## config.mk

```make
export PLATFORM = sky130hd
export DESIGN_NAME = msi_doorbell_port
export DESIGN_NICKNAME = d
export VERILOG_FILES = /design/src/rtl/msi_doorbell_port.sv
export SDC_FILE = /design/constraint.sdc
export NUM_CORES = 1
export LEC_CHECK = 0
export BUFFER_PORTS_ARGS = -buffer_cell sky130_fd_sc_hd__clkbuf_2
export CORE_AREA = 2 2 149 151
export CTS_CLUSTER_SIZE = 40
export DETAILED_ROUTE_END_ITERATION = 12
export DIE_AREA = 0 0 151 153
export PLACE_DENSITY = 0.8
export SETUP_SLACK_MARGIN = 0.2
export SKIP_CTS_REPAIR_TIMING = 1
export SKIP_LAST_GASP = 1
export SLEW_MARGIN = 15
export SYNTH_ARGS = -nofsm -noshare
export SYNTH_HDL_FRONTEND = slang
export SYNTH_SLANG_ARGS = --single-unit
export TNS_END_PERCENT = 1
```

## constraint.sdc

```tcl
create_clock -name clk -period 4 [get_ports clk]
set_clock_uncertainty 0.15 [all_clocks]
set_input_delay 0.8 -clock clk [delete_from_list [all_inputs] [get_ports clk]]
set_output_delay 0.8 -clock clk [all_outputs]
set_load 0.01 [all_outputs]
```

## src/rtl/msi_doorbell_port.sv

```systemverilog
module msi_doorbell_port #(
  parameter int ADDR_W = 32,
  parameter int DATA_W = 64,
  parameter int ID_W   = 4,
  parameter int USER_W = 32,
  parameter int DEV_W  = 32,
  parameter bit WIDE_MODE = 1'b0,
  parameter logic [15:0] DOORBELL_OFS = 16'h0040
) (
  input  logic              clk,
  input  logic              rst_n,
  input  logic              awvalid,
  output logic              awready,
  input  logic [ID_W-1:0]   awid,
  input  logic [ADDR_W-1:0] awaddr,
  input  logic [7:0]        awlen,
  input  logic [2:0]        awsize,
  input  logic [3:0]        awcache,
  input  logic [2:0]        awprot,
  input  logic [3:0]        awsnoop,
  input  logic [1:0]        awdomain,
  input  logic [1:0]        awbar,
  input  logic [USER_W-1:0] awuser,
  input  logic              wvalid,
  output logic              wready,
  input  logic [DATA_W-1:0] wdata,
  input  logic [DATA_W/8-1:0] wstrb,
  input  logic              wlast,
  output logic              bvalid,
  input  logic              bready,
  output logic [ID_W-1:0]   bid,
  output logic [1:0]        bresp,
  input  logic              arvalid,
  output logic              arready,
  input  logic [ID_W-1:0]   arid,
  input  logic [ADDR_W-1:0] araddr,
  input  logic [7:0]        arlen,
  input  logic [2:0]        arsize,
  input  logic [3:0]        arcache,
  input  logic [2:0]        arprot,
  input  logic [3:0]        arsnoop,
  input  logic [1:0]        ardomain,
  input  logic [1:0]        arbar,
  output logic              rvalid,
  input  logic              rready,
  output logic [ID_W-1:0]   rid,
  output logic [DATA_W-1:0] rdata,
  output logic [1:0]        rresp,
  output logic              rlast,
  output logic              evt_valid,
  output logic [DEV_W-1:0]  evt_dev,
  output logic [31:0]       evt_id,
  output logic              wakeup
);
  localparam int STRB_W = DATA_W / 8;
  localparam int LANE_W = $clog2(STRB_W);
  localparam int QD     = 2;

  logic [ID_W-1:0]   aq_id   [QD];
  logic              aq_ok   [QD];
  logic              aq_half [QD];
  logic [DEV_W-1:0]  aq_dev  [QD];
  logic [LANE_W-1:0] aq_lane [QD];
  logic              aq_wp, aq_rp;
  logic [1:0]        aq_n;

  logic [ID_W-1:0]   bq_id [QD];
  logic              bq_wp, bq_rp;
  logic [1:0]        bq_n;

  logic [7:0]        r_left;

  wire aw_hs  = awvalid && awready;
  wire w_hs   = wvalid && wready;
  wire w_done = w_hs && wlast;
  wire b_hs   = bvalid && bready;
  wire ar_hs  = arvalid && arready;
  wire r_hs   = rvalid && rready;

  wire size_ok = WIDE_MODE ? (awsize == 3'd3) : (awsize == 3'd1 || awsize == 3'd2);
  wire aw_ok   = (awlen == 8'd0) && size_ok && (awaddr[15:0] == DOORBELL_OFS)
               && (awsnoop == 4'd0) && !awbar[0];

  wire unused_ok = ^{awaddr[ADDR_W-1:16], awcache, awprot, awdomain, awbar[1], wstrb,
                     araddr, arsize, arcache, arprot, arsnoop, ardomain, arbar};

  assign awready = ({1'b0, aq_n} + {1'b0, bq_n}) < 3'd2;
  assign wready  = aq_n != 2'd0;
  assign bvalid  = bq_n != 2'd0;
  assign bid     = bq_id[bq_rp];
  assign bresp   = 2'b00;
  assign arready = !rvalid;
  assign rdata   = '0;
  assign rresp   = 2'b00;
  assign rlast   = r_left == 8'd0;

  always_ff @(posedge clk) begin
    if (aw_hs) begin
      aq_id[aq_wp]   <= awid;
      aq_ok[aq_wp]   <= aw_ok;
      aq_half[aq_wp] <= awsize == 3'd1;
      aq_dev[aq_wp]  <= awuser[DEV_W-1:0];
      aq_lane[aq_wp] <= awaddr[LANE_W-1:0];
    end
    if (w_done) bq_id[bq_wp] <= aq_id[aq_rp];
  end

  always_ff @(posedge clk) begin
    if (!rst_n) begin
      aq_wp <= 1'b0; aq_rp <= 1'b0; aq_n <= 2'd0;
      bq_wp <= 1'b0; bq_rp <= 1'b0; bq_n <= 2'd0;
    end else begin
      if (aw_hs)  aq_wp <= ~aq_wp;
      if (w_done) aq_rp <= ~aq_rp;
      aq_n <= aq_n + {1'b0, aw_hs} - {1'b0, w_done};
      if (w_done) bq_wp <= ~bq_wp;
      if (b_hs)   bq_rp <= ~bq_rp;
      bq_n <= bq_n + {1'b0, w_done} - {1'b0, b_hs};
    end
  end

  logic [63:0] lane64;
  assign lane64 = 64'(wdata >> {aq_lane[aq_rp], 3'b000});

  always_ff @(posedge clk) begin
    if (!rst_n) begin
      evt_valid <= 1'b0;
      evt_dev   <= '0;
      evt_id    <= '0;
    end else begin
      evt_valid <= w_done && aq_ok[aq_rp];
      if (w_done && aq_ok[aq_rp]) begin
        if (WIDE_MODE) begin
          evt_dev <= lane64[32 +: DEV_W];
          evt_id  <= lane64[31:0];
        end else begin
          evt_dev <= aq_dev[aq_rp];
          evt_id  <= aq_half[aq_rp] ? {16'h0000, lane64[15:0]} : lane64[31:0];
        end
      end
    end
  end

  always_ff @(posedge clk) begin
    if (!rst_n) begin
      rvalid <= 1'b0;
      rid    <= '0;
      r_left <= 8'd0;
    end else if (ar_hs) begin
      rvalid <= 1'b1;
      rid    <= arid;
      r_left <= arlen;
    end else if (r_hs) begin
      if (r_left == 8'd0) rvalid <= 1'b0;
      else                r_left <= r_left - 8'd1;
    end
  end

  always_ff @(posedge clk) begin
    if (!rst_n) wakeup <= 1'b0;
    else        wakeup <= awvalid || arvalid;
  end
endmodule

```

==> summary.txt, run 1 <==
ROUTE
-----------------------------------------------------------------------------------------------
Post-detailed-route count of antenna-violating nets                                           0
Amount of wire on met3 after detailed routing                                           1.51 mm
DRC                                                                                           0
First-pass DRT Iterations                                                                     8
Top metal layer carrying routed signals                                                    met4
Routed WL per cell                                                                      17.1 um
WL met2                                                                                 10.4 mm
Total Wirelength                                                                        20.8 mm
Detailed-route wire length on metal 1                                                   8.39 mm
Initial detailed-routing violation count                                                    423
Total vias in the final route                                                              6294
Mean number of vias per cell                                                               5.17

JOB
-----------------------------------------------------------------------------------------------
Number of maximum-capacitance violations                                                      0

CLOCK TREE
-----------------------------------------------------------------------------------------------
Sink Count                                                                                  179
H-tree levels                                                                                 4
Clock input transition at the sequential cells of the worst setup and hold paths          80 ps
Buffers from clock root to sink, at most                                                      2
Number of CTS-inserted buffers                                                               17
CTS tree                                                                                  built
Clock root buffer                                                                     clkbuf_16
Source-to-sink clock delay at the later pin of the worst-skew pair                       420 ps

STA
-----------------------------------------------------------------------------------------------
Final-report hold violation count                                                             0
Slew of the pin with the lowest slew margin                                             1070 ps
Fin. max-slew vios                                                                            0
Max Clk Rate                                                                            328 MHz
Minimum hold slack                                                                       306 ps
Worst-case headroom to the max-slew limit                                                 28.8%
Setup repair after global routing missed its margin                                       false
Tmin final                                                                              3050 ps
Final cycle utilization of the critical path                                              76.3%
Aggregate negative setup slack                                                             0 ps
Finish-stage setup viols                                                                      0
Worst setup margin                                                                       947 ps

SYNTHESIS
-----------------------------------------------------------------------------------------------
FF+latch count, synth                                                                       179
Post-synth EDFFs                                                                             90
Post-synthesis sequential area ratio                                                      52.6%
Yosys Warn Count                                                                              0
Share of flip-flops with an asynchronous set or reset after synthesis                        0%
Mapped Cells                                                                                706
Most used DFF post-synth                                                               edfxtp_1
Synth Area per Inst                                                                  12.1 sq um
Count of distinct cell types in the synthesized netlist                                      52
Synthesized cell area                                                              0.00853 sq mm

PLACED DESIGN
-----------------------------------------------------------------------------------------------
HPWL Detailed                                                                           15.4 mm
Total placed cells including tap cells                                                     1186
PortBufs                                                                                    231
Placer Congestion                                                                         0.920
Minimum setup slack after placement                                                      935 ps

WORST SETUP PATH
-----------------------------------------------------------------------------------------------
Classification of the worst setup path                                               reg -> reg
Worst EP required                                                                       4130 ps
Crit path DAT                                                                           3180 ps
Startpoint class of the critical path                                                  register
Capturing element type of the critical path                                            register
Highest net fanout along the worst path                                                      16

GLOBAL ROUTE
-----------------------------------------------------------------------------------------------
First-pass GRT wire length                                                              32.3 mm
Number of global-route vias before repair                                                  6111
Aggregate global routing overflow                                                             0
Number of antenna violations at the first check in global routing                             0
Total global routing track utilization                                                    18.0%
Pin count of the biggest net entering global routing                                         87

LAYOUT
-----------------------------------------------------------------------------------------------
Post-layout nets                                                                           1168
Top library cells by usage in the layout, fill and taps aside                      clkbuf_2 (231), edfxtp_1 (90), dfxtp_1 (88)
Most common library cell in the layout ignoring fill and taps                          clkbuf_2
Post-synthesis to final-layout area growth                                                20.9%
ANT cells                                                                                     0
Fraction of final layout cells sized beyond drive strength 1                              36.5%
Non-filler instance count after layout                                                     1218

DIE
-----------------------------------------------------------------------------------------------
Die Area                                                                           0.0231 sq mm
Effective utilization at floorplan                                                        39.7%
Floorplan die width                                                                      151 um
Core footprint                                                                     0.0215 sq mm
IO Count                                                                                    384
Total number of placement rows                                                               54
Die H                                                                                    153 um

POWER AND IR DROP
-----------------------------------------------------------------------------------------------
Pwr dens                                                                            587 mW/mm^2
Worst IR Drop VDD                                                                        333 uV
Pleak                                                                                   4.09 nW
Post-route total power                                                                  6.05 mW

HOLD PATH
-----------------------------------------------------------------------------------------------
HP Start                                                                           rid[3]$_SDFFE_PN0P_
Min-Delay Path Class                                                                 reg -> reg

STATUS
-----------------------------------------------------------------------------------------------
Result of the run                                                                     completed

-- power by group --
part | switching (mW) | internal (mW)
Combinational | 1.04 | 0.869
Clock | 0.780 | 0.839
Sequential | 0.178 | 2.34
Total | 2.00 | 4.05
-- synth_stat cells (2+ instances only) --
master    number  area (sq um)
nor3_1        20           100
a221oi_1       6          52.6
dfxtp_1       89          1780
mux2_2        24           270
nand4_1        2          12.5
mux4_2        28           631
edfxtp_1      90          2700
o21ai_0       23           115
o211ai_1       3          22.5
or3_1          2          12.5
xnor2_1       11          96.3
nand3_1        4          20.0
xor2_1         2          17.5
or2_2          2          12.5
buf_6          4          45.0
nand2_1       24          90.1
nor2b_1        6          37.5
buf_4         73           548
and2_1         4          25.0
buf_2          7          35.0
a211oi_1      33           248
nand2b_1       5          31.3
clkbuf_1      26          97.6
a21oi_1       40           200
inv_1         10          37.5
buf_1          3          11.3
nor4_1         6          37.5
ha_1           6          75.1
o31ai_1        3          22.5
a22o_1         6          52.6
mux2i_1       46           460
a222oi_1      24           240
nor2_1        55           206
-- per-stage QoR --
stage	instance area (sq um)	util, %
floorplan	8780	-
global placement	9720	45.2
detailed placement	9720	45.2
CTS	10300	48.0
global route	10300	48.0
finish	10300	48.0
-- flip-flops by register name, summed over array words and instances (netlist names), 2 cells and up, named ones only --
| name | count |
|---|---|
| aq_dev | 64 |
| bq_id | 8 |
| aq_ok | 2 |
| evt_id | 32 |
| aq_half | 2 |
| aq_n | 2 |
| bq_n | 2 |
| rid | 4 |
| aq_lane | 6 |
| evt_dev | 32 |
| r_left | 8 |
| aq_id | 8 |
-- worst max-delay path, cell delays in order, from the launching register on --
cell and delay [ps]:
dfxtp_1 820, mux2i_4 430, buf_4 300, mux4_2 550
a222oi_1 490, a21oi_1 150
-- cell type report --
type,instances,area [sq um]
inverters,11,41.3
repair buffers,246,1290
fillers,1940,11200
flip-flops and latches,179,4490
well taps,280,350
multi-input cells,470,3550
clock buffers,18,429
clock inverters,14,158
-- worst paths after layout --
| path | to | slack, ps | cells past startpoint |
|---|---|---|---|
| max | evt_id[5]$_SDFFE_PN0P_ | 950 | 5 |
| min | rid[3]$_SDFFE_PN0P_ | 310 | 2 |
| max reg2reg | evt_id[5]$_SDFFE_PN0P_ | 950 | 5 |
| min reg2reg | rid[3]$_SDFFE_PN0P_ | 310 | 2 |
-- cells by family (layout without fill, tap and decap cells) --
group	Yosys count	count (layout)	share of synthesized area, %
AOI/OAI and AO/OA	143	143	11.6
xor gates and xnor gates	13	13	1.33
adders and majority gates	7	7	1.11
buffers and inverters	124	289	9.12
DFF	179	179	52.6
muxes	99	99	16.2
other	1	68	0.0440
and+or+nand+nor	140	140	7.98
-- metal layers --
| layer | GRT usage, % | up-vias |
|---|---|---|
| li1 | - | 2992 |
| met1 | 22.3 | 2988 |
| met2 | 30.4 | 279 |
| met3 | 4.36 | 35 |
| met4 | 6.90 | 0 |
| met5 | 0 | - |
No activity file was read; power rests on OpenSTA's default activity.
==> run 2: changes to the inputs <==
--- a/config.mk
+++ b/config.mk
@@ -5,12 +5,13 @@
 export SDC_FILE = /design/constraint.sdc
 export NUM_CORES = 1
 export LEC_CHECK = 0
+export ABC_AREA = 1
 export BUFFER_PORTS_ARGS = -buffer_cell sky130_fd_sc_hd__clkbuf_2
-export CORE_AREA = 2 2 149 151
+export CORE_AREA = 2 2 148 150
 export CTS_CLUSTER_SIZE = 40
 export DETAILED_ROUTE_END_ITERATION = 12
-export DIE_AREA = 0 0 151 153
-export PLACE_DENSITY = 0.8
+export DIE_AREA = 0 0 150 152
+export PLACE_DENSITY = 0.83
 export SETUP_SLACK_MARGIN = 0.2
 export SKIP_CTS_REPAIR_TIMING = 1
 export SKIP_LAST_GASP = 1
==> constraint.sdc (replaced) <==
create_clock -name clk -period 3.1 [get_ports clk]
set_clock_uncertainty 0.15 [all_clocks]
set_input_delay 0.62 -clock clk [delete_from_list [all_inputs] [get_ports clk]]
set_output_delay 0.62 -clock clk [all_outputs]
set_load 0.01 [all_outputs]
==> summary.txt, run 2 <==
DIE
-----------------------------------------------------------------------------------------------
Core footprint                                                                     0.0214 sq mm   -0.63%
Die Area                                                                           0.0228 sq mm   -1.3%
Die H                                                                                    152 um   -0.65%
Total number of placement rows                                                               54   unchanged
Effective utilization at floorplan                                                        41.5%   +1.8 points
IO Count                                                                                    384   unchanged
Floorplan die width                                                                      150 um   -0.66%

LAYOUT
-----------------------------------------------------------------------------------------------
Post-layout nets                                                                           1505   +29%
Top reg by flops                                                                         aq_dev
Final Instance Area                                                                0.0105 sq mm   +2.3%
Post-route core utilization                                                               49.4%   +1.4 points
Most common library cell in the layout ignoring fill and taps                          clkbuf_2
Post-synthesis to final-layout area growth                                                19.0%
Flip-flop count of the largest register, all copies and words added                          64   unchanged
Top library cells by usage in the layout, fill and taps aside                      clkbuf_2 (231), nand2_1 (226), nand3_1 (115)
Fraction of final layout cells sized beyond drive strength 1                              24.8%   -12 points
Registers with the most flip-flops                                                 aq_dev (64), evt_dev (32), evt_id (32)

WORST SETUP PATH
-----------------------------------------------------------------------------------------------
Classification of the worst setup path                                               reg -> reg
Crit path DAT                                                                           2690 ps   -490 ps
Capturing element type of the critical path                                            register
RR Endpoint                                                                        evt_id[28]$_SDFFE_PN0P_
Startpoint class of the critical path                                                  register
Highest net fanout along the worst path                                                      29   +13
Worst r2r path cells                                                                         10   +5
Worst EP required                                                                       3290 ps   -840 ps
R2r setup slk                                                                            600 ps   -350 ps

POWER AND IR DROP
-----------------------------------------------------------------------------------------------
Pwr dens                                                                            747 mW/mm^2   +27%
Worst IR Drop VDD                                                                        368 uV   +10%
Pleak                                                                                   4.79 nW   +17%

STA
-----------------------------------------------------------------------------------------------
Setup repair after global routing missed its margin                                       false
Tmin final                                                                              2500 ps   -554 ps
Fin. max-slew vios                                                                            0   unchanged
Slew of the pin with the lowest slew margin                                              873 ps   -194 ps
Max Clk Rate                                                                            400 MHz   +22%
Worst-case headroom to the max-slew limit                                                 41.4%   +13 points
Final-report hold violation count                                                             0   unchanged
Finish-stage setup viols                                                                      0   unchanged
Final cycle utilization of the critical path                                              80.6%   +4.3 points

SYNTHESIS
-----------------------------------------------------------------------------------------------
Yosys Warn Count                                                                              0   unchanged
Most frequent cell after synthesis                                                      nand2_1
Post-synthesis cell type with the largest combined area                                edfxtp_1
FF+latch count, synth                                                                       179   unchanged
Post-synthesis sequential area ratio                                                      50.6%   -2.0 points
Synth Area per Inst                                                                  8.41 sq um   -30%
List of most frequent post-synthesis cells                                         nand2_1 (226), nand3_1 (115), edfxtp_1 (90)
Share of flip-flops with an asynchronous set or reset after synthesis                        0%   unchanged
Most area-consuming cells after synthesis                                          edfxtp_1 (30%), dfxtp_1 (20%), nand2_1 (9.6%), nand3_1 (6.5%), buf_4 (6.2%)
Synthesized cell area                                                              0.00886 sq mm   +3.9%
Most used DFF post-synth                                                               edfxtp_1
Post-synth EDFFs                                                                             90   unchanged
Area share of the largest cell type after synthesis                                       30.5%   -1.2 points
Count of distinct cell types in the synthesized netlist                                      36   -31%
Mapped Cells                                                                               1054   +49%

GLOBAL ROUTE
-----------------------------------------------------------------------------------------------
Total global routing track utilization                                                    21.1%   +3.0 points
Aggregate global routing overflow                                                             0   unchanged
Number of global-route vias before repair                                                  7448   +22%
First-pass GRT wire length                                                              37.8 mm   +17%
Pin count of the biggest net entering global routing                                         55   -37%
Number of antenna violations at the first check in global routing                             2   +2

ROUTE
-----------------------------------------------------------------------------------------------
DRC                                                                                           0   unchanged
Post-detailed-route count of antenna-violating nets                                           0   unchanged
Mean number of vias per cell                                                               5.14   -0.58%
Routed WL per cell                                                                      15.7 um   -8.1%
Total vias in the final route                                                              7994   +27%
Initial detailed-routing violation count                                                    574   +36%
Total Wirelength                                                                        24.4 mm   +17%
First-pass DRT Iterations                                                                     5   -3

STATUS
-----------------------------------------------------------------------------------------------
Result of the run                                                                     completed

PLACED DESIGN
-----------------------------------------------------------------------------------------------
Total cell area at the placement stage                                             0.00997 sq mm   +2.6%
HPWL Detailed                                                                           17.4 mm   +13%
Placer Congestion                                                                         0.897   -2.5%
PortBufs                                                                                    231   unchanged

HOLD PATH
-----------------------------------------------------------------------------------------------
Hold Path Stages                                                                              1   -1
Worst Hold Path EP                                                                 aq_dev[1][10]$_DFFE_PP_
HP Start                                                                             awuser[10]
Min-Delay Path Class                                                                  in -> reg

CLOCK TREE
-----------------------------------------------------------------------------------------------
Clock input transition at the sequential cells of the worst setup and hold paths          70 ps   about the same
H-tree levels                                                                                 4   unchanged
Buffers from clock root to sink, at most                                                      2   unchanged
Source-to-sink clock delay at the later pin of the worst-skew pair                       420 ps   about the same
Number of CTS-inserted buffers                                                               17   unchanged
CTS tree                                                                                  built
Sink Count                                                                                  179   unchanged
Clock root buffer                                                                     clkbuf_16

JOB
-----------------------------------------------------------------------------------------------
Number of maximum-capacitance violations                                                      0   unchanged

run 2: changes by cell type in the layout (fill, tap and decap cells not counted), sizes merged, moves of 20 or more:
cell and change:
nand2 +213, a222oi -24, o21ai +98, a21oi +22, mux4 -28, a31oi +26, a211oi -32, mux2i -41
inv +38, nor2 +30, mux2 -20, nand3 +110
run 2: how the worst max path moves through the flow:
stage | from | to | cells past startpoint
final | register | evt_id[28]$_SDFFE_PN0P_ | 10
after CTS | register | evt_id[28]$_SDFFE_PN0P_ | 10
after global routing | register | evt_id[28]$_SDFFE_PN0P_ | 10
after floorplan | aq_n[1]$_SDFF_PN0_ | aq_dev[0][0]$_DFFE_PP_ | 6
after detailed placement | wlast | evt_id[8]$_SDFFE_PN0P_ | 9
after global placement | wlast | evt_id[10]$_SDFFE_PN0P_ | 9
run 2: per-stage QoR:
stage / instances / setup TNS, ps / hold slack, ps / worst slack (ps) / total power [mW]
after floorplan: 1121 / -33910 / 276 / -414 / 5.12
after global placement: 1523 / 0 / 284 / 611 / 5.75
after detailed placement: 1523 / 0 / 299 / 556 / 5.83
after CTS: 1554 / 0 / 212 / 601 / 7.91
after global routing: 1556 / 0 / 212 / 294 / 8.35
final: 1556 / 0 / 228 / 601 / 7.88
run 2: where the power goes:
group / switching (mW) / internal [mW] / total, mW
combinational: 1.78 / 0.841 / 2.62
sequential: 0.176 / 3.00 / 3.18
clock: 1.02 / 1.07 / 2.08
run 2: metal layers:
layer | up-vias | GRT usage [%] | part of all wire [%] | wire length, um
li1 | 3854 | - | - | -
met1 | 3663 | 25.0 | 39 | 9500
met2 | 431 | 36.9 | 49 | 12000
met3 | 46 | 4.17 | 9.1 | 2220
met4 | 0 | 8.85 | 2.7 | 658
met5 | - | 0 | 0 | 0
run 2: cell type report:
cell class	count	area, sq um
Timing Repair Buffer	248	1320
Fill cell	2028	10800
Clock buffer	17	425
Clock inverter	14	140
Antenna cell	2	5.00
Tap cell	280	350
Inverter	51	196
Sequential cell	179	4480
Multi-Input combinational cell	765	3620
run 2: logic make-up after synthesis:
group                      synth area share [%]
xor gates and xnor gates                  0.296
adders and majority gates                  1.07
and+or+nand+nor                            22.5
other                                    0.0423
buffers and inverters                      11.6
muxes                                      1.19
DFF                                        50.6
AOI/OAI and AO/OA                          12.6
run 2: critical path: stages, from the launching register on:
cell and delay, ps:
dfxtp_1 640, buf_4 250, nand2_1 90, nand2_2 420, buf_4 340, nand2_1 100, nand3_1 80, nand3_1 70
nand2_1 100, nand2_1 60, a21oi_1 110
